**src/rtl/rib_pkg.sv**
```systemverilog
package rib_pkg;

   typedef enum logic [1:0] {
      RIB_FULL = 2'd0,
      RIB_HIGH = 2'd1,
      RIB_LOW  = 2'd2,
      RIB_ALT  = 2'd3
   } rib_variant_e;

   function automatic logic rib_is_half(input logic [1:0] code);
      return (code == RIB_HIGH) || (code == RIB_LOW);
   endfunction

endpackage

```
**src/rtl/rib_rotl.sv**
```systemverilog
module rib_rotl #(
   parameter int W      = 64,
   parameter int SH_W   = $clog2(W),
   parameter bit STAGED = 1'b1
) (
   input  logic [W-1:0]    din,
   input  logic [SH_W-1:0] amt,
   output logic [W-1:0]    dout
);

   if ((1 << SH_W) != W) begin : g_bad_width
      $error("rib_rotl: W must equal 2**SH_W");
   end

   if (STAGED) begin : g_barrel
      logic [W-1:0] stage [SH_W+1];
      assign stage[0] = din;
      for (genvar k = 0; k < SH_W; k++) begin : g_stage
         localparam int SH = 1 << k;
         assign stage[k+1] = amt[k] ? {stage[k][W-1-SH:0], stage[k][W-1:W-SH]}
                                    : stage[k];
      end
      assign dout = stage[SH_W];
   end else begin : g_wide
      logic [2*W-1:0] dbl;
      assign dbl  = {din, din} << amt;
      assign dout = dbl[2*W-1:W];
   end

endmodule

```
**src/rtl/rib_mask_gen.sv**
```systemverilog
module rib_mask_gen
   import rib_pkg::*;
#(
   parameter int W     = 64,
   parameter int IDX_W = $clog2(W)
) (
   input  logic [1:0]       variant,
   input  logic [IDX_W-1:0] start_idx,
   input  logic [IDX_W-1:0] end_idx,
   input  logic             zero_opt,
   output logic [W-1:0]     ins_mask,
   output logic [W-1:0]     keep_mask
);

   localparam int HALF = W / 2;
   localparam logic [IDX_W-1:0] HALF_LIM = IDX_W'(HALF - 1);

   if (W < 4 || (W % 2) != 0 || (1 << IDX_W) != W) begin : g_bad_width
      $error("rib_mask_gen: W must be an even power of two of at least 4");
   end

   logic             is_half;
   logic             is_low;
   logic             is_high;
   logic [IDX_W-1:0] s_eff;
   logic [IDX_W-1:0] e_eff;
   logic             no_wrap;

   always_comb begin
      is_half = rib_is_half(variant);
      is_low  = (variant == RIB_LOW);
      is_high = (variant == RIB_HIGH);
      s_eff   = is_half ? (start_idx & HALF_LIM) : start_idx;
      e_eff   = is_half ? (end_idx & HALF_LIM) : end_idx;
      no_wrap = (s_eff <= e_eff);
   end

   for (genvar b = 0; b < W; b++) begin : g_bit
      localparam int UPPER_I = W - 1 - b;
      localparam int LOWER_I = (b < HALF) ? (HALF - 1 - b) : 0;
      localparam bit IN_UP   = (b >= HALF);

      logic [IDX_W-1:0] idx;
      logic             in_region;
      logic             hit;

      always_comb begin
         idx       = is_low ? IDX_W'(LOWER_I) : IDX_W'(UPPER_I);
         in_region = is_low ? !IN_UP : (is_high ? IN_UP : 1'b1);
         if (no_wrap) begin
            hit = (idx >= s_eff) && (idx <= e_eff);
         end else begin
            hit = (idx >= s_eff) || (idx <= e_eff);
         end
         ins_mask[b]  = in_region && hit;
         keep_mask[b] = !in_region || (!zero_opt && !hit);
      end
   end

endmodule

```
**src/rtl/rib_merge.sv**
```systemverilog
module rib_merge #(
   parameter int W = 64
) (
   input  logic [W-1:0] rot_src,
   input  logic [W-1:0] dst,
   input  logic [W-1:0] ins_mask,
   input  logic [W-1:0] keep_mask,
   output logic [W-1:0] merged
);

   always_comb begin
      merged = (rot_src & ins_mask) | (dst & keep_mask);
   end

endmodule

```
**src/rtl/rib_unit.sv**
```systemverilog
module rib_unit
   import rib_pkg::*;
#(
   parameter int W          = 64,
   parameter int IMM_W      = 8,
   parameter bit BARREL_ROT = 1'b1
) (
   input  logic             clk,
   input  logic             rst,
   input  logic             in_valid,
   input  logic [1:0]       in_variant,
   input  logic [W-1:0]     in_src,
   input  logic [W-1:0]     in_dst,
   input  logic [IMM_W-1:0] in_start,
   input  logic [IMM_W-1:0] in_end,
   input  logic [IMM_W-1:0] in_rot,
   output logic             out_valid,
   output logic [W-1:0]     out_result
);

   localparam int IDX_W = $clog2(W);
   localparam int HALF  = W / 2;

   if (IMM_W <= IDX_W) begin : g_bad_imm
      $error("rib_unit: IMM_W must leave room for the zero option bit");
   end

   logic [W-1:0] rot_val;
   logic [W-1:0] ins_mask;
   logic [W-1:0] keep_mask;
   logic [W-1:0] merged;
   logic         zero_opt;

   assign zero_opt = in_end[IMM_W-1];

   rib_rotl #(
      .W      (W),
      .SH_W   (IDX_W),
      .STAGED (BARREL_ROT)
   ) u_rotl (
      .din  (in_src),
      .amt  (in_rot[IDX_W-1:0]),
      .dout (rot_val)
   );

   rib_mask_gen #(
      .W     (W),
      .IDX_W (IDX_W)
   ) u_mask (
      .variant   (in_variant),
      .start_idx (in_start[IDX_W-1:0]),
      .end_idx   (in_end[IDX_W-1:0]),
      .zero_opt  (zero_opt),
      .ins_mask  (ins_mask),
      .keep_mask (keep_mask)
   );

   rib_merge #(
      .W (W)
   ) u_merge (
      .rot_src   (rot_val),
      .dst       (in_dst),
      .ins_mask  (ins_mask),
      .keep_mask (keep_mask),
      .merged    (merged)
   );

   always_ff @(posedge clk) begin
      if (rst) begin
         out_valid  <= 1'b0;
         out_result <= '0;
      end else begin
         out_valid <= in_valid;
         if (in_valid) begin
            out_result <= merged;
         end
      end
   end


   mask_disjoint_chk: assert property (@(posedge clk) disable iff (rst)
      in_valid |-> ((ins_mask & keep_mask) == '0));


   mask_nonempty_chk: assert property (@(posedge clk) disable iff (rst)
      in_valid |-> (ins_mask != '0));


   high_confine_chk: assert property (@(posedge clk) disable iff (rst)
      (in_valid && in_variant == RIB_HIGH) |-> (ins_mask[HALF-1:0] == '0));


   low_confine_chk: assert property (@(posedge clk) disable iff (rst)
      (in_valid && in_variant == RIB_LOW) |-> (ins_mask[W-1:HALF] == '0));


   high_keep_chk: assert property (@(posedge clk) disable iff (rst)
      (in_valid && in_variant == RIB_HIGH)
      |=> (out_result[HALF-1:0] == $past(in_dst[HALF-1:0])));


   low_keep_chk: assert property (@(posedge clk) disable iff (rst)
      (in_valid && in_variant == RIB_LOW)
      |=> (out_result[W-1:HALF] == $past(in_dst[W-1:HALF])));


   zero_full_chk: assert property (@(posedge clk) disable iff (rst)
      (in_valid && zero_opt && !rib_is_half(in_variant))
      |=> ((out_result & ~$past(ins_mask)) == '0));


   valid_rise_chk: assert property (@(posedge clk) disable iff (rst)
      in_valid |=> out_valid);


   valid_fall_chk: assert property (@(posedge clk) disable iff (rst)
      !in_valid |=> !out_valid);


   idle_hold_chk: assert property (@(posedge clk) disable iff (rst)
      !in_valid |=> $stable(out_result));

endmodule

```
**config.mk**
```make
export PLATFORM = sky130hd
export DESIGN_NAME = rib_unit
export DESIGN_NICKNAME = d
export VERILOG_FILES = /design/src/rtl/rib_pkg.sv /design/src/rtl/rib_rotl.sv /design/src/rtl/rib_mask_gen.sv /design/src/rtl/rib_merge.sv /design/src/rtl/rib_unit.sv
export SDC_FILE = /design/constraint.sdc
export NUM_CORES = 1
export LEC_CHECK = 0
export BUFFER_PORTS_ARGS = -buffer_cell sky130_fd_sc_hd__buf_2
export CAP_MARGIN = 20
export CORE_MARGIN = 1.5
export CORE_UTILIZATION = 53
export CTS_CLUSTER_SIZE = 28
export DETAILED_ROUTE_END_ITERATION = 12
export HOLD_SLACK_MARGIN = 0.15
export PLACE_DENSITY = 0.78
export SETUP_SLACK_MARGIN = 0.2
export SYNTH_ARGS = -nofsm -noshare
export SYNTH_HDL_FRONTEND = slang
export SYNTH_HIERARCHICAL = 1
export SYNTH_SLANG_ARGS = --single-unit
```
**constraint.sdc**
```tcl
create_clock -name clk -period 3.5 [get_ports clk]
set_input_delay 0.525 -clock clk [delete_from_list [all_inputs] [get_ports clk]]
set_output_delay 0.525 -clock clk [all_outputs]
set_load 0.03 [all_outputs]
```
### Yosys cells after proc, flatten, opt, wreduce, memory -nomap -nowiden

Index checks and enable logic that the tools add are counted.

| operators by class | value |
|---|---|
| add/subtract/negate cells | 0 |
| multipliers | 0 |
| div/mod/pow operators | 0 |
| $lt $le $gt $ge | 129 |
| eq/ne operators | 2 |
| shifts and indexed selects | 0 |
| mux-type cells | 138 |
| bitwise logic cells | 3 |
| reductions and logical operators | 387 |

Operators by type and width:

| cell | number |
|---|---|
| less-or-equal comparator 6 bit | 64 |
| 2-to-1 mux 64 bit | 6 |
| greater-or-equal comparator 6 bit | 63 |
| 2-to-1 mux 6 bit | 34 |
| logical AND 1 bit | 192 |
| logical OR 1 bit | 129 |
| AND 64 bit | 2 |
| 2-to-1 mux 5 bit | 16 |
| 2-to-1 mux 1 bit | 68 |
| logical NOT 1 bit | 66 |
| OR 64 bit | 1 |
| 2-to-1 mux 4 bit | 8 |
| 2-to-1 mux 3 bit | 4 |
| greater-or-equal comparator 1 x 6 -> 1 bit, first input constant | 1 |
| less-or-equal comparator 1 x 6 -> 1 bit, first input constant | 1 |
| 2-to-1 mux 2 bit | 2 |
| == test 2 x 1 -> 1 bit, second input constant | 1 |
| == test 2 bit, second input constant | 1 |

| word-level totals | value |
|---|---|
| flip-flop bits (word level) | 65 |
| latch bits | 0 |
| bits in writable memories | 0 |
| memory bits (read-only) | 0 |
| output and inout bits | 65 |
| word-level logic and storage cells | 661 |
| memories | 0 |

### Logic depth before layout (Yosys ltp)

| logic depth | value |
|---|---|
| depth after elaboration | 11 |
| mapped depth | 15 |
| gate-level depth less buffers | 13 |

### By module

Netlist, hierarchy kept.

By module, submodules not included:

| module | instances | cells an instance | area an instance (um^2) | seq. area each (um^2) |
|---|---|---|---|---|
| rib_rotl | 1 | 234 | 4609.4 | 0.0 |
| rib_mask_gen | 1 | 646 | 3941.3 | 0.0 |
| rib_unit | 1 | 208 | 2311.0 | 1301.2 |
| rib_merge | 1 | 64 | 560.5 | 0.0 |

### Worst setup path before layout

No wires, ideal clock.

| timing | value |
|---|---|
| path type | input-to-reg |
| start | input port in_variant[0] |
| end | register out_result[31] |
| library setup time | 0.128 ns |
| arrival | 3.582 ns |
| data required time | 3.372 ns |
| slack | -0.210 ns |
| stages | 15 |
| cell sequence | inv_1 > ha_1 > buf_2 > clkinv_1 > clkbuf_1 > ha_1 > or4b_1 > buf_2 > or3_1 > and2_1 > maj3_2 > a21o_1 > a22o_1 > mux2i_1 > nor2_1 |

| between the ends | value |
|---|---|
| word-level cells in the longest chain between the ends | 11 |
| elaborated cells between the ends (all ways) | 22 |
| classes of those cells | order compare: 3; eq/ne: 2; mux: 6; bitwise: 3; reduce/logical: 8 |

RTL lines:

| what | line | source |
|---|---|---|
| from (decl) | rib_unit.sv:11 | `input logic [1:0] in_variant,` |
| == test 2 x 1 -> 1 bit / == test 2 bit (equally long branches) | rib_pkg.sv:11, rib_mask_gen.sv:32, rib_mask_gen.sv:31 |  |
| logical OR 1 bit | rib_pkg.sv:11 | `return (code == RIB_HIGH) \|\| (code == RIB_LOW);` |
| 2-to-1 mux 6 bit (on tied branches) | rib_mask_gen.sv:33, rib_mask_gen.sv:34 |  |
| greater-or-equal comparator 6 bit / less-or-equal comparator 6 bit (equally long branches) | rib_mask_gen.sv:51, rib_mask_gen.sv:53 |  |
| logical OR 1 bit / logical AND 1 bit (equally long branches) | rib_mask_gen.sv:53, rib_mask_gen.sv:51 |  |
| 2-to-1 mux 1 bit | rib_mask_gen.sv:50 | `if (no_wrap) begin` |
| logical NOT 1 bit | rib_mask_gen.sv:56 | `keep_mask[b] = !in_region \|\| (!zero_opt && !hit);` |
| logical AND 1 bit | rib_mask_gen.sv:56 |  |
| logical OR 1 bit (*) | rib_mask_gen.sv:56 |  |
| via keep_mask[31] | rib_unit.sv:30 | `logic [W-1:0] keep_mask;` |
| AND 64 bit (*) | rib_merge.sv:12 | `merged = (rot_src & ins_mask) \| (dst & keep_mask);` |
| OR 64 bit (*) | rib_merge.sv:12 |  |
| via merged[31] | rib_unit.sv:31 | `logic [W-1:0] merged;` |
| to (signal assigned) | rib_unit.sv:75 | `out_result <= merged;` |
| to (decl) | rib_unit.sv:18 | `output logic [W-1:0] out_result` |

The timed path passes the listed nets; every way through them passes the cells marked *.
A chain may end at the register's enable or synchronous reset.

### Worst setup path after layout

| timing | value |
|---|---|
| start | input port in_variant[0] |
| end | register out_result[56] |

| between the ends | value |
|---|---|
| word-level cells in the longest chain between the ends | 11 |
| elaborated cells between the ends (all ways) | 20 |
| classes of those cells | order compare: 3; eq/ne: 2; mux: 5; bitwise: 3; reduce/logical: 7 |

RTL lines:

| what | line |
|---|---|
| == test 2 x 1 -> 1 bit / == test 2 bit (equally long branches) | rib_pkg.sv:11, rib_mask_gen.sv:31 |
| logical OR 1 bit | rib_pkg.sv:11 |
| 2-to-1 mux 6 bit (on tied branches) | rib_mask_gen.sv:33, rib_mask_gen.sv:34 |
| greater-or-equal comparator 6 bit / less-or-equal comparator 6 bit (equally long branches) | rib_mask_gen.sv:51, rib_mask_gen.sv:53 |
| logical OR 1 bit / logical AND 1 bit (equally long branches) | rib_mask_gen.sv:53, rib_mask_gen.sv:51 |
| 2-to-1 mux 1 bit | rib_mask_gen.sv:50 |
| logical NOT 1 bit | rib_mask_gen.sv:56 |
| logical AND 1 bit | rib_mask_gen.sv:56 |
| logical OR 1 bit (*) | rib_mask_gen.sv:56 |
| via keep_mask[56] | rib_unit.sv:30 |
| AND 64 bit (*) | rib_merge.sv:12 |
| OR 64 bit (*) | rib_merge.sv:12 |
| via merged[56] | rib_unit.sv:31 |

Marks and branches as above.

==> impl_metrics.json <==
{
  "clk_latency_ns": 0.34,
  "synthCells": 1152,
  "place_congestion": 0.995,
  "final_area_mm2": 0.0133,
  "drt-met1-wl_mm": 16.0,
  "routed-wl-met2_mm": 19.9,
  "antenna_found_initial": 0,
  "h-tree-depth": 3,
  "core_area_mm2": 0.0211,
  "switching_power_uw": 1990,
  "num_rows": 53,
  "routed_via_density": 7.15,
  "die_x_um": 150,
  "cts-resized-gates": 0,
  "syn_nets": 1328,
  "hold_path.class": "reg -> reg",
  "grtUsageTotal": 0.380,
  "portBuffers": 216,
  "gr-total-overflow": 0,
  "ant_nets": 0,
  "powerDensity_mw_per_mm2": 359,
  "dr.pass1.iters": 6,
  "hold_ws_ns": 0.493,
  "synth_ff_type": "dfxtp_1",
  "clockBufferDepth": 2,
  "vdd_drop_max_mv": 0.246,
  "path_common_cell": "ha_1",
  "power_uw": 4770,
  "cp_slowest_cell": "maj3_1",
  "yosys_warnings": 6,
  "p_comb_frac": 0.592,
  "wl_per_cell_um": 26.5,
  "io_pins": 222,
  "ctsHoldBuffers": 0,
  "drv_slew": 0,
  "ys_types": 63,
  "synth_area_mm2": 0.0114,
  "path_class": "in -> reg",
  "critPathLaunchType": "primary input",
  "worstMarginPinSlew_ns": 0.957,
  "grt_pass1_vias": 10600,
  "maxCapViolations": 0,
  "area_delta_synth_final_pct": 16.3,
  "cts_setup_buffers": 0,
  "drt_iter0_drc": 1469,
  "crit_family": "adder cells",
  "internal-power_uw": 2790,
  "avgSynthCellArea_um2": 9.92,
  "finalCritPeriodShare": 0.914,
  "start_util": 0.542,
  "multi_input_comb_area_mm2": 0.00944,
  "tns_ns": 0,
  "num_vias": 11500,
  "slowest_delay_ns": 0.48,
  "drive_gt1_frac": 0.386,
  "clk_pin_slew_worst_paths_ns": 0.06,
  "grt_pass1_wl_mm": 63.5,
  "regArea_mm2": 0.00130,
  "antennaDiodeCount": 0,
  "nFillCells": 1788,
  "max_slew_margin": 0.362,
  "clkSinkCount": 65,
  "cts-buffers-inserted": 9,
  "synth-seq-cells": 65,
  "cp-end-kind": "flop",
  "synth-edff-count": 0,
  "rsz0062_at_grt": "true",
  "dieArea_mm2": 0.0224,
  "drc": 0,
  "crit_path_cell_trace": "buf_2, inv_2, ha_1, nand2_1, inv_1, ha_1, nand4_1, a21oi_1, o32ai_4, buf_4, maj3_1, a21o_1, a22o_1, mux2i_1, nor2_1",
  "wirelength_mm": 42.7,
  "setup_violations": 0,
  "grt_start_max_net_pins": 65,
  "cts_tree": "yes",
  "hpwl_mm": 33.6,
  "power.share.switching": 0.416,
  "finClkSkew_ns": 0,
  "leakage_uw": 0.00567,
  "yosysSeqAreaShare": 0.114,
  "crit_arrival_ns": 3.40,
  "power_frac_seq": 0.179,
  "dp_slack_ns": -0.0226,
  "fmax_mhz": 313,
  "hold_violations": 0,
  "root_buffer": "clkbuf_16",
  "worst-path-buf-inv": 4,
  "placed_cell_area_mm2": 0.0129,
  "outcome": "finished, final reports clean",
  "top_layer_used": "met4",
  "final.min_clock_period_ns": 3.20,
  "wl_met3_mm": 4.62,
  "setup_ws_ns": 0.302,
  "critPathMaxFanout": 21,
  "dieHeight_um": 150,
  "p_clk_frac": 0.228,
  "synthArstFlopShare": 0,
  "critical_path_required_ns": 3.70,
  "nets": 1505
}
-- cells in the final DEF (no fill, tap or decap), types with 5 or more instances in the layout --
master / n
and2_1: 11
a31oi_1: 11
a21o_1: 68
o21a_1: 5
a22o_1: 65
or2_2: 6
maj3_1: 61
nand2_1: 40
buf_2: 213
dfxtp_1: 65
and3_1: 5
nor3_1: 7
a22oi_1: 10
buf_4: 69
clkbuf_16: 9
mux2i_1: 66
ha_1: 16
o2bb2ai_1: 5
nor2_1: 153
nand2b_1: 11
mux4_2: 189
nand3_1: 14
o21ai_0: 37
nor2b_1: 9
inv_1: 16
a21oi_1: 73
nand4_1: 10
buf_12: 9
-- cells by family after synthesis --
| group | Yosys count | share of synthesized area |
|---|---|---|
| xor+xnor | 5 | 0.00383 |
| simple gates | 282 | 0.112 |
| buf+inv | 144 | 0.0647 |
| mux | 258 | 0.437 |
| compound gates | 317 | 0.193 |
| flops | 65 | 0.114 |
| fa+ha+maj | 81 | 0.0753 |
-- path summary, 6_finish.rpt --
kind	from	slack, ns	endpoint	cells past startpoint
min reg2reg	out_result[55]	0.49	out_result[55]	2
max reg2reg	out_result[56]	2.79	out_result[56]	2
max	in_variant[0]	0.30	out_result[56]	15
min	out_result[55]	0.49	out_result[55]	2
-- cell usage after synthesis, types with 5 or more instances --
cell type | instances | area, um^2
ha_1 | 19 | 238
nand2b_1 | 11 | 68.8
nor2b_1 | 9 | 56.3
and2_1 | 11 | 68.8
nand4_1 | 10 | 62.6
nand3_1 | 14 | 70.1
a21o_1 | 68 | 510
a22o_1 | 65 | 569
a21boi_0 | 6 | 45.0
buf_8 | 5 | 75.1
clkbuf_1 | 72 | 270
nor3_1 | 7 | 35.0
maj3_1 | 61 | 611
o21ai_0 | 37 | 185
dfxtp_1 | 65 | 1300
buf_2 | 16 | 80.1
a21oi_1 | 73 | 365
o21a_1 | 5 | 37.5
and3_1 | 5 | 31.3
buf_12 | 5 | 100
mux2i_1 | 66 | 661
nand2_1 | 41 | 154
a31oi_1 | 11 | 68.8
or2_2 | 6 | 37.5
buf_4 | 5 | 37.5
buf_1 | 19 | 71.3
a22oi_1 | 10 | 75.1
inv_1 | 17 | 63.8
o2bb2ai_1 | 5 | 43.8
mux4_2 | 189 | 4260
nor2_1 | 153 | 574
-- through the flow --
stage                      util  std cells
after floorplan               -       1152
after global placement    0.613       1593
after detailed placement  0.613       1593
after CTS                 0.630       1609
after global routing      0.630       1609
final                     0.630       1609
-- power by group through the flow --
| stage | Sequential, uW | Clock [uW] | Combinational [uW] |
|---|---|---|---|
| final | 856 | 1090 | 2830 |
| after global routing | 863 | 1120 | 2950 |
| after CTS | 856 | 1100 | 2750 |
| after detailed placement | 871 | 0 | 2730 |
| after global placement | 869 | 0 | 2700 |
| after floorplan | 1020 | 0 | 1750 |
-- area by class of cell --
| type | instances | area share |
|---|---|---|
| timing repair buffer | 291 | 0.133 |
| clock buffer | 10 | 0.0180 |
| clock inverter | 6 | 0.00867 |
| multi-input combinational | 943 | 0.710 |
| tap | 275 | 0.0259 |
| inverter | 19 | 0.00631 |
| sequential | 65 | 0.0980 |
-- tightest hold or removal path, stage by stage (launching register included) --
cell and delay, ns:
dfxtp_1 0.33, mux2i_1 0.06, nor2_1 0.07
-- metal layers --
layer | vias to the layer above | GRT usage
met3 | 126 | 0.0534
met5 | - | 0
met2 | 827 | 0.597
met4 | 0 | 0.171
met1 | 5582 | 0.521
li1 | 4965 | -
-- flip-flops by register name, summed over array words and instances, names as in the netlist --
signal and flops:
out_result 64, out_valid 1
(Power assumes the default switching activity.)
